===== src/rtl/rtc_sec_pkg.sv =====
package rtc_sec_pkg;

    localparam int unsigned RTC_W = 32;

    // Byte offsets decoded by software drivers.
    localparam logic [11:0] OFS_COUNT = 12'h000;
    localparam logic [11:0] OFS_MATCH = 12'h004;
    localparam logic [11:0] OFS_LOAD  = 12'h008;
    localparam logic [11:0] OFS_CTRL  = 12'h00C;
    localparam logic [11:0] OFS_MASK  = 12'h010;
    localparam logic [11:0] OFS_RAW   = 12'h014;
    localparam logic [11:0] OFS_MSKD  = 12'h018;
    localparam logic [11:0] OFS_CLEAR = 12'h01C;

    // Identification window 0xFE0..0xFFF: offset bits 11:5 all ones.
    localparam logic [6:0] ID_WINDOW = 7'h7F;

    function automatic logic [7:0] id_byte(input logic [2:0] idx);
        logic [7:0] b;
        case (idx)
            3'd0:    b = 8'h31;
            3'd1:    b = 8'h10;
            3'd2:    b = 8'h14;
            3'd3:    b = 8'h00;
            3'd4:    b = 8'h0D;
            3'd5:    b = 8'hF0;
            3'd6:    b = 8'h05;
            default: b = 8'hB1;
        endcase
        return b;
    endfunction

    typedef struct packed {
        logic [RTC_W-1:0] match;
        logic [RTC_W-1:0] load;
        logic             mask;
        logic             raw;
    } rtc_regs_t;

    typedef struct packed {
        logic [RTC_W-1:0] count;
    } rtc_cnt_t;

endpackage


===== src/rtl/rtc_sec_prescaler.sv =====
module rtc_sec_prescaler #(
    parameter int unsigned TICK_DIV = 32768
) (
    input  logic clk,
    input  logic rst_n,
    output logic tick
);
    localparam int unsigned CW = (TICK_DIV > 2) ? $clog2(TICK_DIV) : 1;
    localparam logic [CW-1:0] LAST = CW'(TICK_DIV - 1);

    typedef struct packed {
        logic [CW-1:0] cnt;
    } pre_t;

    pre_t st_d, st_q;

    always_comb begin
        st_d = st_q;
        if (st_q.cnt == LAST) begin
            st_d.cnt = '0;
        end else begin
            st_d.cnt = st_q.cnt + 1'b1;
        end
    end

    always_ff @(posedge clk or negedge rst_n) begin
        if (!rst_n) begin
            st_q <= '0;
        end else begin
            st_q <= st_d;
        end
    end

    assign tick = (st_q.cnt == LAST);

endmodule


===== src/rtl/rtc_sec_counter.sv =====
module rtc_sec_counter
    import rtc_sec_pkg::*;
(
    input  logic             clk,
    input  logic             rst_n,
    input  logic             tick,
    input  logic             load_en,
    input  logic [RTC_W-1:0] load_val,
    input  logic [RTC_W-1:0] match,
    output logic [RTC_W-1:0] count,
    output logic             hit
);
    rtc_cnt_t st_d, st_q;
    logic [RTC_W-1:0] stepped;

    always_comb begin
        st_d    = st_q;
        hit     = 1'b0;
        stepped = st_q.count + 1'b1;
        if (load_en) begin
            st_d.count = load_val;
        end else if (tick) begin
            st_d.count = stepped;
            hit        = (stepped == match);
        end
    end

    always_ff @(posedge clk or negedge rst_n) begin
        if (!rst_n) begin
            st_q <= '0;
        end else begin
            st_q <= st_d;
        end
    end

    assign count = st_q.count;

endmodule


===== src/rtl/rtc_sec_regs.sv =====
module rtc_sec_regs
    import rtc_sec_pkg::*;
#(
    parameter int unsigned ADDR_W = 12
) (
    input  logic              clk,
    input  logic              rst_n,
    input  logic              psel,
    input  logic              penable,
    input  logic              pwrite,
    input  logic [ADDR_W-1:0] paddr,
    input  logic [RTC_W-1:0]  pwdata,
    input  logic [RTC_W-1:0]  count,
    input  logic              hit,
    output logic [RTC_W-1:0]  prdata,
    output logic              irq,
    output logic              load_en,
    output logic [RTC_W-1:0]  load_val,
    output logic [RTC_W-1:0]  match,
    output logic              raw
);
    rtc_regs_t   st_d, st_q;
    logic [11:0] ofs;
    logic        wr_acc;
    logic        rd_sel;
    logic        clr_wr;

    assign ofs    = paddr[11:0];
    assign wr_acc = psel & penable & pwrite;
    assign rd_sel = psel & ~pwrite;
    assign clr_wr = wr_acc && (ofs == OFS_CLEAR);

    always_comb begin
        st_d = st_q;
        if (wr_acc) begin
            case (ofs)
                OFS_MATCH: st_d.match = pwdata;
                OFS_LOAD:  st_d.load  = pwdata;
                OFS_MASK:  st_d.mask  = pwdata[0];
                default:   ;
            endcase
        end
        if (clr_wr) begin
            st_d.raw = 1'b0;
        end
        if (hit) begin
            st_d.raw = 1'b1;
        end
    end

    always_ff @(posedge clk or negedge rst_n) begin
        if (!rst_n) begin
            st_q <= '0;
        end else begin
            st_q <= st_d;
        end
    end

    always_comb begin
        prdata = '0;
        if (rd_sel) begin
            if (ofs[11:5] == ID_WINDOW) begin
                prdata[7:0] = id_byte(ofs[4:2]);
            end else begin
                case (ofs)
                    OFS_COUNT: prdata    = count;
                    OFS_MATCH: prdata    = st_q.match;
                    OFS_LOAD:  prdata    = st_q.load;
                    OFS_CTRL:  prdata[0] = 1'b1;
                    OFS_MASK:  prdata[0] = st_q.mask;
                    OFS_RAW:   prdata[0] = st_q.raw;
                    OFS_MSKD:  prdata[0] = st_q.raw & st_q.mask;
                    default:   prdata    = '0;
                endcase
            end
        end
    end

    assign load_en  = wr_acc && (ofs == OFS_LOAD);
    assign load_val = pwdata;
    assign match    = st_q.match;
    assign raw      = st_q.raw;
    assign irq      = st_q.raw & st_q.mask;

endmodule


===== src/rtl/rtc_sec_top.sv =====
module rtc_sec_top #(
    parameter int unsigned TICK_DIV = 32768,
    parameter int unsigned ADDR_W   = 12
) (
    input  logic              clk,
    input  logic              rst_n,
    input  logic              psel,
    input  logic              penable,
    input  logic              pwrite,
    input  logic [ADDR_W-1:0] paddr,
    input  logic [31:0]       pwdata,
    output logic [31:0]       prdata,
    output logic              irq
);
    logic        w_tick;
    logic        w_load_en;
    logic [31:0] w_load_val;
    logic [31:0] w_match;
    logic [31:0] w_count;
    logic        w_hit;
    logic        w_raw;

    rtc_sec_prescaler #(.TICK_DIV(TICK_DIV)) u_pre (
        .clk   (clk),
        .rst_n (rst_n),
        .tick  (w_tick)
    );

    rtc_sec_counter u_cnt (
        .clk      (clk),
        .rst_n    (rst_n),
        .tick     (w_tick),
        .load_en  (w_load_en),
        .load_val (w_load_val),
        .match    (w_match),
        .count    (w_count),
        .hit      (w_hit)
    );

    rtc_sec_regs #(.ADDR_W(ADDR_W)) u_regs (
        .clk      (clk),
        .rst_n    (rst_n),
        .psel     (psel),
        .penable  (penable),
        .pwrite   (pwrite),
        .paddr    (paddr),
        .pwdata   (pwdata),
        .count    (w_count),
        .hit      (w_hit),
        .prdata   (prdata),
        .irq      (irq),
        .load_en  (w_load_en),
        .load_val (w_load_val),
        .match    (w_match),
        .raw      (w_raw)
    );

endmodule


===== config.mk =====
export PLATFORM = sky130hd
export DESIGN_NAME = rtc_sec_top
export DESIGN_NICKNAME = d
export VERILOG_FILES = /design/src/rtl/rtc_sec_pkg.sv /design/src/rtl/rtc_sec_prescaler.sv /design/src/rtl/rtc_sec_counter.sv /design/src/rtl/rtc_sec_regs.sv /design/src/rtl/rtc_sec_top.sv
export SDC_FILE = /design/constraint.sdc
export NUM_CORES = 1
export LEC_CHECK = 0
export BUFFER_PORTS_ARGS = -buffer_cell sky130_fd_sc_hd__buf_2
export CORE_AREA = 2 2 113 115
export CTS_BUF_LIST = sky130_fd_sc_hd__clkbuf_8
export DETAILED_ROUTE_END_ITERATION = 7
export DIE_AREA = 0 0 115 117
export PLACE_DENSITY = 0.75
export SKIP_LAST_GASP = 1
export SLEW_MARGIN = 20
export SYNTH_ARGS = -nofsm -noshare
export SYNTH_HDL_FRONTEND = slang
export SYNTH_SLANG_ARGS = --single-unit
export TNS_END_PERCENT = 10

===== constraint.sdc =====
create_clock -name clk -period 2.43 [get_ports clk]
set_input_delay 0.3645 -clock clk [delete_from_list [all_inputs] [get_ports clk]]
set_output_delay 0.3645 -clock clk [all_outputs]
set_load 0.02 [all_outputs]

# Word level (Yosys, flattened, before mapping)
# Index checks and enable logic that the tools add are counted.
[classes]
n_reduce_logical = 9
n_bitwise = 5
n_mux = 13
eq_ne = 16
n_addsub = 2
[op_table]
columns = ["cell", "n"]
rows = [
  ["two-way mux 32 bit", 3],
  ["case mux 31 bit (3 select lines)", 1],
  ["case mux 8 bit (7 select lines)", 1],
  ["== test 12 x 5 -> 1 bit (second input constant)", 4],
  ["adder 32 x 1 -> 32 bit (second input constant)", 1],
  ["== test 32 bit", 1],
  ["== test 12 x 4 -> 1 bit (second input constant)", 2],
  ["two-way mux 24 bit", 1],
  ["adder 15 x 1 -> 15 bit (second input constant)", 1],
  ["== test 15 bit (second input constant)", 1],
  ["two-way mux 15 bit", 1],
  ["== test 12 x 3 -> 1 bit (second input constant)", 1],
  ["logical NOT 12 bit", 1],
  ["== test 3 bit (second input constant)", 3],
  ["two-way mux 8 bit", 1],
  ["== test 7 bit (second input constant)", 1],
  ["case mux 1 bit (7 select lines)", 1],
  ["== test 3 x 2 -> 1 bit (second input constant)", 2],
  ["AND reduction 2 bit", 3],
  ["AND 1 bit", 4],
  ["two-way mux 1 bit", 4],
  ["nonzero test 2 bit", 2],
  ["== test 3 x 1 -> 1 bit (second input constant)", 1],
  ["logical NOT 3 bit", 1],
  ["other kinds (2)", 3],
]
[word_totals]
reg_bits = 113
elab_cells = 51
input_bits = 49

# Longest topological paths before layout
# Gate-level depths: netlist (run 1).
[depth]
word_depth = 5
depth_mapped = 10

# Hierarchy
# Synthesis (run 1) repeated with hierarchy kept, for this count alone.
[unflattened]
hier_cells = 812
area_unflattened_um2 = 7597.3
[modules_own_cells]
columns = ["module", "cells_each", "seq_area_each_um2", "area_each_um2", "n_inst"]
rows = [
  ["rtc_sec_regs", 388, 1651.6, 4073.9, 1],
  ["rtc_sec_counter", 362, 800.8, 2832.7, 1],
  ["rtc_sec_prescaler", 62, 375.4, 690.7, 1],
]

# Worst setup path before layout (run 1)
# No wires, ideal clock.
[synth_timing]
path_kind = "register to register"
startpoint = "register u_cnt.st_q (netlist bit u_cnt.count[0])"
endpoint = "register u_regs.st_q (netlist bit u_regs.raw)"
t_arrival_ps = 2430
synth_period_minus_slack_ps = 2525
setup_time_ps = 95
path_slack_ps = -95
stages_incl_launch_ff = 9
cell_sequence = "dfrtp_1 > ha_1 > and3_1 > and2_1 > xnor2_1 > o2111ai_1 > or4_1 > or4_1 > o31ai_1"
[synth_between]
elab_chain_len = 5
word_cells_on_any_way = 6
classes_between = "add/sub (1); eq/ne (1); mux (3); reduce/logical (1)"
[synth_lines]
columns = ["element", "line", "text"]
rows = [
  ["from (decl)", "rtc_sec_counter.sv:13", "rtc_cnt_t st_d, st_q;"],
  ["from (signal assigned)", "rtc_sec_counter.sv:32", "st_q <= st_d;"],
  ["adder 32 x 1 -> 32 bit (*)", "rtc_sec_counter.sv:19", "stepped = st_q.count + 1'b1;"],
  ["== test 32 bit (*)", "rtc_sec_counter.sv:24", "hit = (stepped == match);"],
  ["two-way mux 1 bit (*)", "rtc_sec_counter.sv:22", "end else if (tick) begin"],
  ["two-way mux 1 bit (*)", "rtc_sec_counter.sv:20", "if (load_en) begin"],
  ["two-way mux 1 bit / nonzero test 2 bit (equally long branches)", "-", ""],
  ["to (signal assigned)", "rtc_sec_regs.sv:55", "st_q <= st_d;"],
  ["to (decl)", "rtc_sec_regs.sv:22", "rtc_regs_t st_d, st_q;"],
]
# Every way passes the cells marked *; elsewhere a longest branch is shown, timed or not.
# A chain may end at the register's enable or synchronous reset.

# Worst setup path in the final report (run 1)
[layout_timing]
startpoint = "register u_cnt.st_q (netlist bit u_cnt.count[1])"
endpoint = "register u_regs.st_q (netlist bit u_regs.raw)"
# Same word-level chain as after synthesis.

==> metrics, run 1 <==
Syn Area/Cell=8.83 um2; Bufs on Longest Clock Path=2; Hold Vio Cnt, Final=0; Clk pwr share=44.1%; Post-Route Utilization=64.6%; VDD IR-drop max=0.424 mV; DR DRC count=0; met2 wire length=8.46 mm; Crit path depth=8; latest clock arrival within the worst-skew pair=0.46 ns; Final Skew=0.00745 ns; R2R setup slack=-0.07 ns; initial DRC count=524; pwr dens=474 mW/mm2; buffers plus inverters on the worst setup path=0; wl on met1=7.71 mm; required time of the critical path=2.80 ns; GRT Residual Overflow=0; via/cell ratio=5.81; CP Cell Sequence=ha_4, xnor2_2, o211ai_1, a211oi_1, o2111ai_1, or4_1, or4_4, o31ai_2; clock sinks=113; share of the synthesized area in the top cell type=42.5%; total CTS buffers=17; status=finished, violations left; sequential share of power=50.1%; drt wl/cell=16.9 um; layout cell share with drive strength beyond 1=24.9%; Worst Setup End Kind=flip-flop; Yosys cell types=54; FF-to-FF path depth=8; CP max-delay cell=or4_1; synthesized instance count=753; CTS clk-pin slew, worst paths=0.07 ns; worst setup path category=flip-flop to flip-flop; total core area=0.0123 mm2; hold path cells=3; worst-path fanout max=2; Slowest Stage Delay on Critical Path=0.53 ns; YS warnings=0; routed wire length=17.5 mm; GRT Overall Usage=27.0%; max-slew violations=0; internal power=2.82 mW; Area growth syn-to-layout=19.6%; DR vias=5989; HPWL Detailed=12.5 mm; area of the die=0.0135 mm2; top cells by count, synth=nand2_1 (135), dfrtp_1 (113), nor2_1 (85); Pleak=3.73 nW; initial antenna violation count=0; Rows=41; First-pass DRT Iterations=7; CTS H-tree depth=4; Final nets=920; most numerous cell in the Yosys netlist=nand2_1; TritonCTS clock tree=yes; Setup crit end=u_regs.raw; endpoint of the worst-slack reg-to-reg timing path=u_regs.raw; failing checks=setup timing; starting density of the core=54.0%; ys flop type=dfrtp_1; Antenna Nets Post-Route=0; diodes inserted=0; Port-buffer cells=81; Tmin final=2.50 ns; FF-to-FF Start=u_cnt.count[1]; worst hold path type=input port to flip-flop; RSZ-0062 raised after global routing=true; global-route wire length before repair=28.4 mm; fin crit share=103%; FF+latch count, synth=113; critical path launch point type=flip-flop; switching share of power=25.1%; Worst Tran Pin Value=0.644 ns; sequential area share after synthesis=42.5%; Yosys top cell by area=dfrtp_1; routed wl met3=839 um; pin count of the biggest net entering global routing=64; vias in the first global route=5912; CP startpoint=u_cnt.count[1]; Max-Cap Viols=0; total chip power=3.77 mW; Synth Net Count=804; Die Wd=115 um; uppermost layer routed=met4; max frequency=400 MHz; EDFF count, synth=0; combinational cell fraction of total power=5.8%; Area contributors post-synth=dfrtp_1 (43%), nand2_1 (7.6%), xnor2_1 (5.8%); relative slew slack=57.1%; gp weighted congestion=0.916; min setup slack post-route=-0.0724 ns; final setup fails=1; NetSw=0.947 mW; CP top delay family=simple AND/OR/NAND/NOR gates; asr flop ratio synth=100%; Worst EP arrival=2.87 ns; Top Ports=82; Syn Std Cell Area=0.00665 mm2; Clock Tree Root=clkbuf_8; chip height=117 um
==> flip-flops by register name, summed over array words and instances, names as in the netlist <==
signal	cells
u_cnt.count	32
u_regs.match	32
u_pre.st_q	15
u_regs.raw	1
u_regs.st_q	33
==> metrics by stage <==
step / hold slack, ns / setup slack, ns / cells / setup TNS [ns] / area [um2]
final: 0.135 / -0.0724 / 1031 / -0.0724 / 7950
after global routing: 0.138 / -0.194 / 1031 / -0.789 / 7950
after CTS: 0.116 / -0.0577 / 1031 / -0.129 / 7930
after detailed placement: 0.424 / -0.137 / 999 / -0.159 / 7540
after global placement: 0.412 / -0.0841 / 999 / -0.0841 / 7540
after floorplan: 0.0689 / -0.00518 / 753 / -0.00518 / 6680
==> power groups by stage <==
stage | Clock, mW | Sequential (mW) | Combinational [mW]
6_report | 1.66 | 1.89 | 0.220
3_3_place_gp | 0 | 1.92 | 0.213
4_1_cts | 1.69 | 1.89 | 0.221
3_5_place_dp | 0 | 1.92 | 0.218
2_1_floorplan | 0 | 1.92 | 0.0969
5_1_grt | 1.77 | 1.88 | 0.245
==> per-layer routing <==
metal,global-route usage (%),vias up
li1,-,2836
met1,35.0,2925
met2,44.5,194
met3,5.56,34
met4,11.2,0
met5,0,-
==> layout make-up <==
class                      instances  area (um2)
clock buffer                      19         262
clock inverter                    12         113
fill                            1016        4360
inverter                           5        18.8
multi-input combinational        590        3660
sequential                       113        2830
tap                              150         188
timing repair buffer             142         881
==> worst register-to-register path: cells and delay by family (launching register included) <==
family,cells,cell delay [ns]
flip-flops,1,0.41
adder cells (fa/ha/maj),1,0.29
AND/OR/NAND/NOR,2,0.98
XOR/XNOR,1,0.11
AO/OA/AOI/OAI,4,0.64
==> kinds of logic after synthesis <==
| logic type | synth area share [%] |
|---|---|
| flip-flops | 42.5 |
| buffers and inverters | 3.42 |
| AND/OR/NAND/NOR | 23.2 |
| adder cells (fa/ha/maj) | 0.376 |
| AO/OA/AOI/OAI | 9.45 |
| multiplexers | 9.80 |
| XOR/XNOR | 11.2 |
==> cell usage in the layout (no fill, tap or decap), types with 2 or more instances in the layout <==
master,synthesis,layout
clkinv_4,0,4
a31oi_1,5,5
mux2i_1,28,28
nor3_1,10,10
and2_1,6,4
nor4_4,0,2
and3_1,15,14
a211oi_1,5,5
nand3_1,28,28
nand2_1,135,135
xnor2_1,44,43
mux2_2,29,29
a211o_1,2,2
nand2b_1,3,3
nor2_1,85,85
o21ai_0,44,44
and4_1,4,4
clkbuf_8,0,19
mux2_1,4,4
o211ai_1,2,2
a221oi_1,4,4
and4_4,3,3
nand4_1,18,18
clkinv_2,0,2
nor4_1,9,7
xor2_1,41,41
clkinvlp_4,0,5
buf_2,8,80
buf_4,2,60
nor2b_1,2,2
a21oi_1,39,39
dfrtp_1,113,113
inv_1,5,5
==> worst min path at each step <==
stage	from	to
final	pwdata[11]	u_regs.st_q[13]
after CTS	pwdata[11]	u_regs.st_q[13]
after global routing	pwdata[1]	u_regs.match[1]
after detailed placement	rst_n	u_cnt.count[10]
after floorplan	rst_n	u_cnt.count[0]
after global placement	rst_n	u_cnt.count[10]
==> repair_timing <==
item                       CTS  global route
resized for setup            2             3
buffers inserted             0             0
setup endpoints to repair    3            19
hold buffers                 1             0
pin swaps                    2             0
hold endpoints to repair    46             0
No activity file was read; power rests on OpenSTA's default activity.
==> inputs of run 2 (changes only) <==
--- a/config.mk
+++ b/config.mk
@@ -5,12 +5,13 @@
 export SDC_FILE = /design/constraint.sdc
 export NUM_CORES = 1
 export LEC_CHECK = 0
+export ABC_AREA = 1
 export BUFFER_PORTS_ARGS = -buffer_cell sky130_fd_sc_hd__buf_2
-export CORE_AREA = 2 2 113 115
+export CORE_AREA = 2 2 116 118
 export CTS_BUF_LIST = sky130_fd_sc_hd__clkbuf_8
 export DETAILED_ROUTE_END_ITERATION = 7
-export DIE_AREA = 0 0 115 117
-export PLACE_DENSITY = 0.75
+export DIE_AREA = 0 0 118 120
+export PLACE_DENSITY = 0.74
 export SKIP_LAST_GASP = 1
 export SLEW_MARGIN = 20
 export SYNTH_ARGS = -nofsm -noshare
==> metrics, run 2 <==
Slowest Stage Delay on Critical Path=0.38 ns (-0.15 ns); worst hold path type=input port to flip-flop; pre-CTS setup slack=0.0851 ns (+0.222 ns); min setup slack post-route=0.179 ns (+0.251 ns); CTS clk-pin slew, worst paths=0.07 ns (about the same); vias in the first global route=6647 (+12%); FILL cells=1238 (+22%); Clock Tree Root=clkbuf_8; Max-Cap Viols=0 (unchanged); Tmin final=2.25 ns (-0.251 ns); global-route wire length before repair=32.6 mm (+15%); Pleak=4.05 nW (+8.7%); YS warnings=0 (unchanged); max-slew violations=0 (unchanged); Final Skew=0.00950 ns (+0.00205 ns); starting density of the core=53.6% (-0.44 points); pin count of the biggest net entering global routing=46 (-28%); cell repeated most along the worst path=nand2_1; VDD IR-drop max=0.442 mV (+4.2%); max reg flops=33 (unchanged); Port-buffer cells=81 (unchanged); First-pass DRT Iterations=7 (unchanged); relative slew slack=58.2% (+1.1 points); asr flop ratio synth=100% (unchanged); Worst EP arrival=2.64 ns (-0.23 ns); share of the synthesized area in the top cell type=40.7% (-1.9 points); worst-path fanout max=7 (+5); DR DRC count=0 (unchanged); Final nets=1130 (+23%); Area contributors post-synth=dfrtp_1 (41%), nand2_1 (14%), nor2_1 (7.1%); Worst Tran Pin Value=0.627 ns (-0.0168 ns); fin crit share=92.7% (-10 points); DR vias=6974 (+16%); synthesized instance count=979 (+30%); EDFF count, synth=0 (unchanged); layout cell share with drive strength beyond 1=16.2% (-8.7 points); Syn Area/Cell=7.10 um2 (-20%); area of the die=0.0142 mm2 (+5.2%); TritonCTS clock tree=yes; final setup fails=0 (-1); GRT Overall Usage=29.0% (+2.0 points); Worst Setup End Kind=flip-flop; total chip power=3.79 mW (+0.76%); most numerous cell in the Yosys netlist=nand2_1; R2R setup slack=0.18 ns (+0.25 ns); Area growth syn-to-layout=17.1%; Antenna Nets Post-Route=0 (unchanged); setup TNS=0 ns (+0.0724 ns); commonest non-fill, non-tap cell in the layout=nand2_1; HPWL Detailed=14.3 mm (+14%); max frequency=444 MHz (+11%); clock sinks=113 (unchanged); CP max-delay cell=dfrtp_1; buffers plus inverters on the worst setup path=0 (unchanged); Top Ports=82 (unchanged); GRT Residual Overflow=0 (unchanged); most frequent cells in the layout=nand2_1 (266), nor2_1 (129), inv_1 (126), dfrtp_1 (112), buf_2 (80); RSZ-0062 raised after global routing=false; routed wire length=19.6 mm (+12%); FF+latch count, synth=113 (unchanged); via/cell ratio=5.51 (-5.2%); chip height=120 um (+2.6%); top cells by count, synth=nand2_1 (266), nor2_1 (132), inv_1 (127); Bufs on Longest Clock Path=2 (unchanged); Hold Vio Cnt, Final=0 (unchanged); pwr dens=466 mW/mm2 (-1.7%); ys flop type=dfrtp_1; Synth Net Count=1030 (+28%); gp weighted congestion=0.949 (+3.5%); Rows=42 (+2.4%); total CTS buffers=17 (unchanged); Yosys top cell by area=dfrtp_1; latest clock arrival within the worst-skew pair=0.46 ns (about the same); critical path launch point type=flip-flop; Yosys cell types=40 (-26%); drt wl/cell=15.5 um (-8.5%); CP Cell Sequence=ha_1, nand3_1, nor2_2, nand2_1, nor2_4, nand3_1, nor2_1, nand2_1, nor2_1, nand2_1, nor2_1, nand3_1, nand2_1; status=finished clean; CTS H-tree depth=4 (unchanged); initial DRC count=616 (+18%); Die Wd=118 um (+2.6%); worst setup path category=flip-flop to flip-flop; initial antenna violation count=1 (+1); Syn Std Cell Area=0.00695 mm2 (+4.6%); CP top delay family=simple AND/OR/NAND/NOR gates; sequential area share after synthesis=40.7% (-1.9 points); Top reg by flops=u_regs.st_q; Post-CTS Setup Bufs=0 (unchanged); required time of the critical path=2.82 ns (+0.02 ns); total core area=0.0130 mm2 (+5.4%)
-- run 2: cell types whose count changed after synthesis, sizes merged, moves of 22 or more --
cell    before  now
inv          5  131
mux2i       28    0
nand2      136  276
nand3       28   70
nor2        86  142
o221ai       0   22
o22ai        0   28
xnor2       44    1
xor2        41   10
-- run 2: logic make-up (layout without fill, tap and decap cells) --
family,Yosys count,in the layout,share of synthesized area [%]
simple gates,513,513,31.8
compound gates,169,169,14.9
buf+inv,159,269,9.00
flops,113,113,40.7
mux,12,12,1.94
xor+xnor,11,11,1.39
fa+ha+maj,2,2,0.360
other cells,0,1,0
-- run 2: worst paths after layout --
path	start	endpoint	cells past startpoint
worst max register to register	u_pre.st_q[0]	u_regs.raw	13
worst min-delay path	pwdata[29]	u_regs.match[29]	2
worst max-delay path	u_pre.st_q[0]	u_regs.raw	13
max in group asynchronous	rst_n	u_regs.st_q[7]	3
min in group asynchronous	rst_n	u_pre.st_q[6]	2
worst min register to register	u_pre.st_q[0]	u_pre.st_q[0]	1
-- run 2: repair_timing --
action	CTS	global route
endpoints found under the setup margin	0	26
hold endpoints to repair	43	0
resized for setup	0	6
hold buffers	1	0
-- run 2: layout make-up --
cell class | count | area (um2) | share of cell area, %
timing repair buffer | 109 | 708 | 8.69
clock buffer | 22 | 303 | 3.72
sequential | 113 | 2830 | 34.7
tap | 176 | 220 | 2.70
antenna | 1 | 2.50 | 0.0307
clock inverter | 7 | 83.8 | 1.03
multi-input combinational | 707 | 3510 | 43.1
inverter | 131 | 492 | 6.04
-- run 2: stage by stage --
step,utilization [%],cells,cell area [um2],hold slack [ns]
final,62.8,1266,8150,0.141
after global routing,62.8,1266,8150,0.134
after CTS,62.7,1265,8140,0.126
after detailed placement,59.6,1235,7740,0.414
after global placement,59.6,1235,7740,0.422
after floorplan,-,979,6950,0.0689
-- run 2: where the power goes --
| part | internal [mW] | leakage (nW) | switching [mW] |
|---|---|---|---|
| clock | 1.02 | 0.207 | 0.754 |
| sequential | 1.88 | 1.31 | 0.00184 |
| combinational | 0.0503 | 2.54 | 0.0869 |
-- run 2: routing by layer --
metal / up-vias / global-route usage [%] / share of wire (%)
met5: - / 0 / 0
met1: 3282 / 39.3 / 45
li1: 3424 / - / -
met4: 0 / 8.73 / 2.0
met2: 236 / 47.2 / 47
met3: 32 / 5.70 / 6.3
-- run 2: worst register-to-register path: cells and delay by family, from the launching register on --
kind | cells | cell delay (ns)
and+or+nand+nor | 12 | 1.62
DFF | 1 | 0.38
adders and majority gates | 1 | 0.19
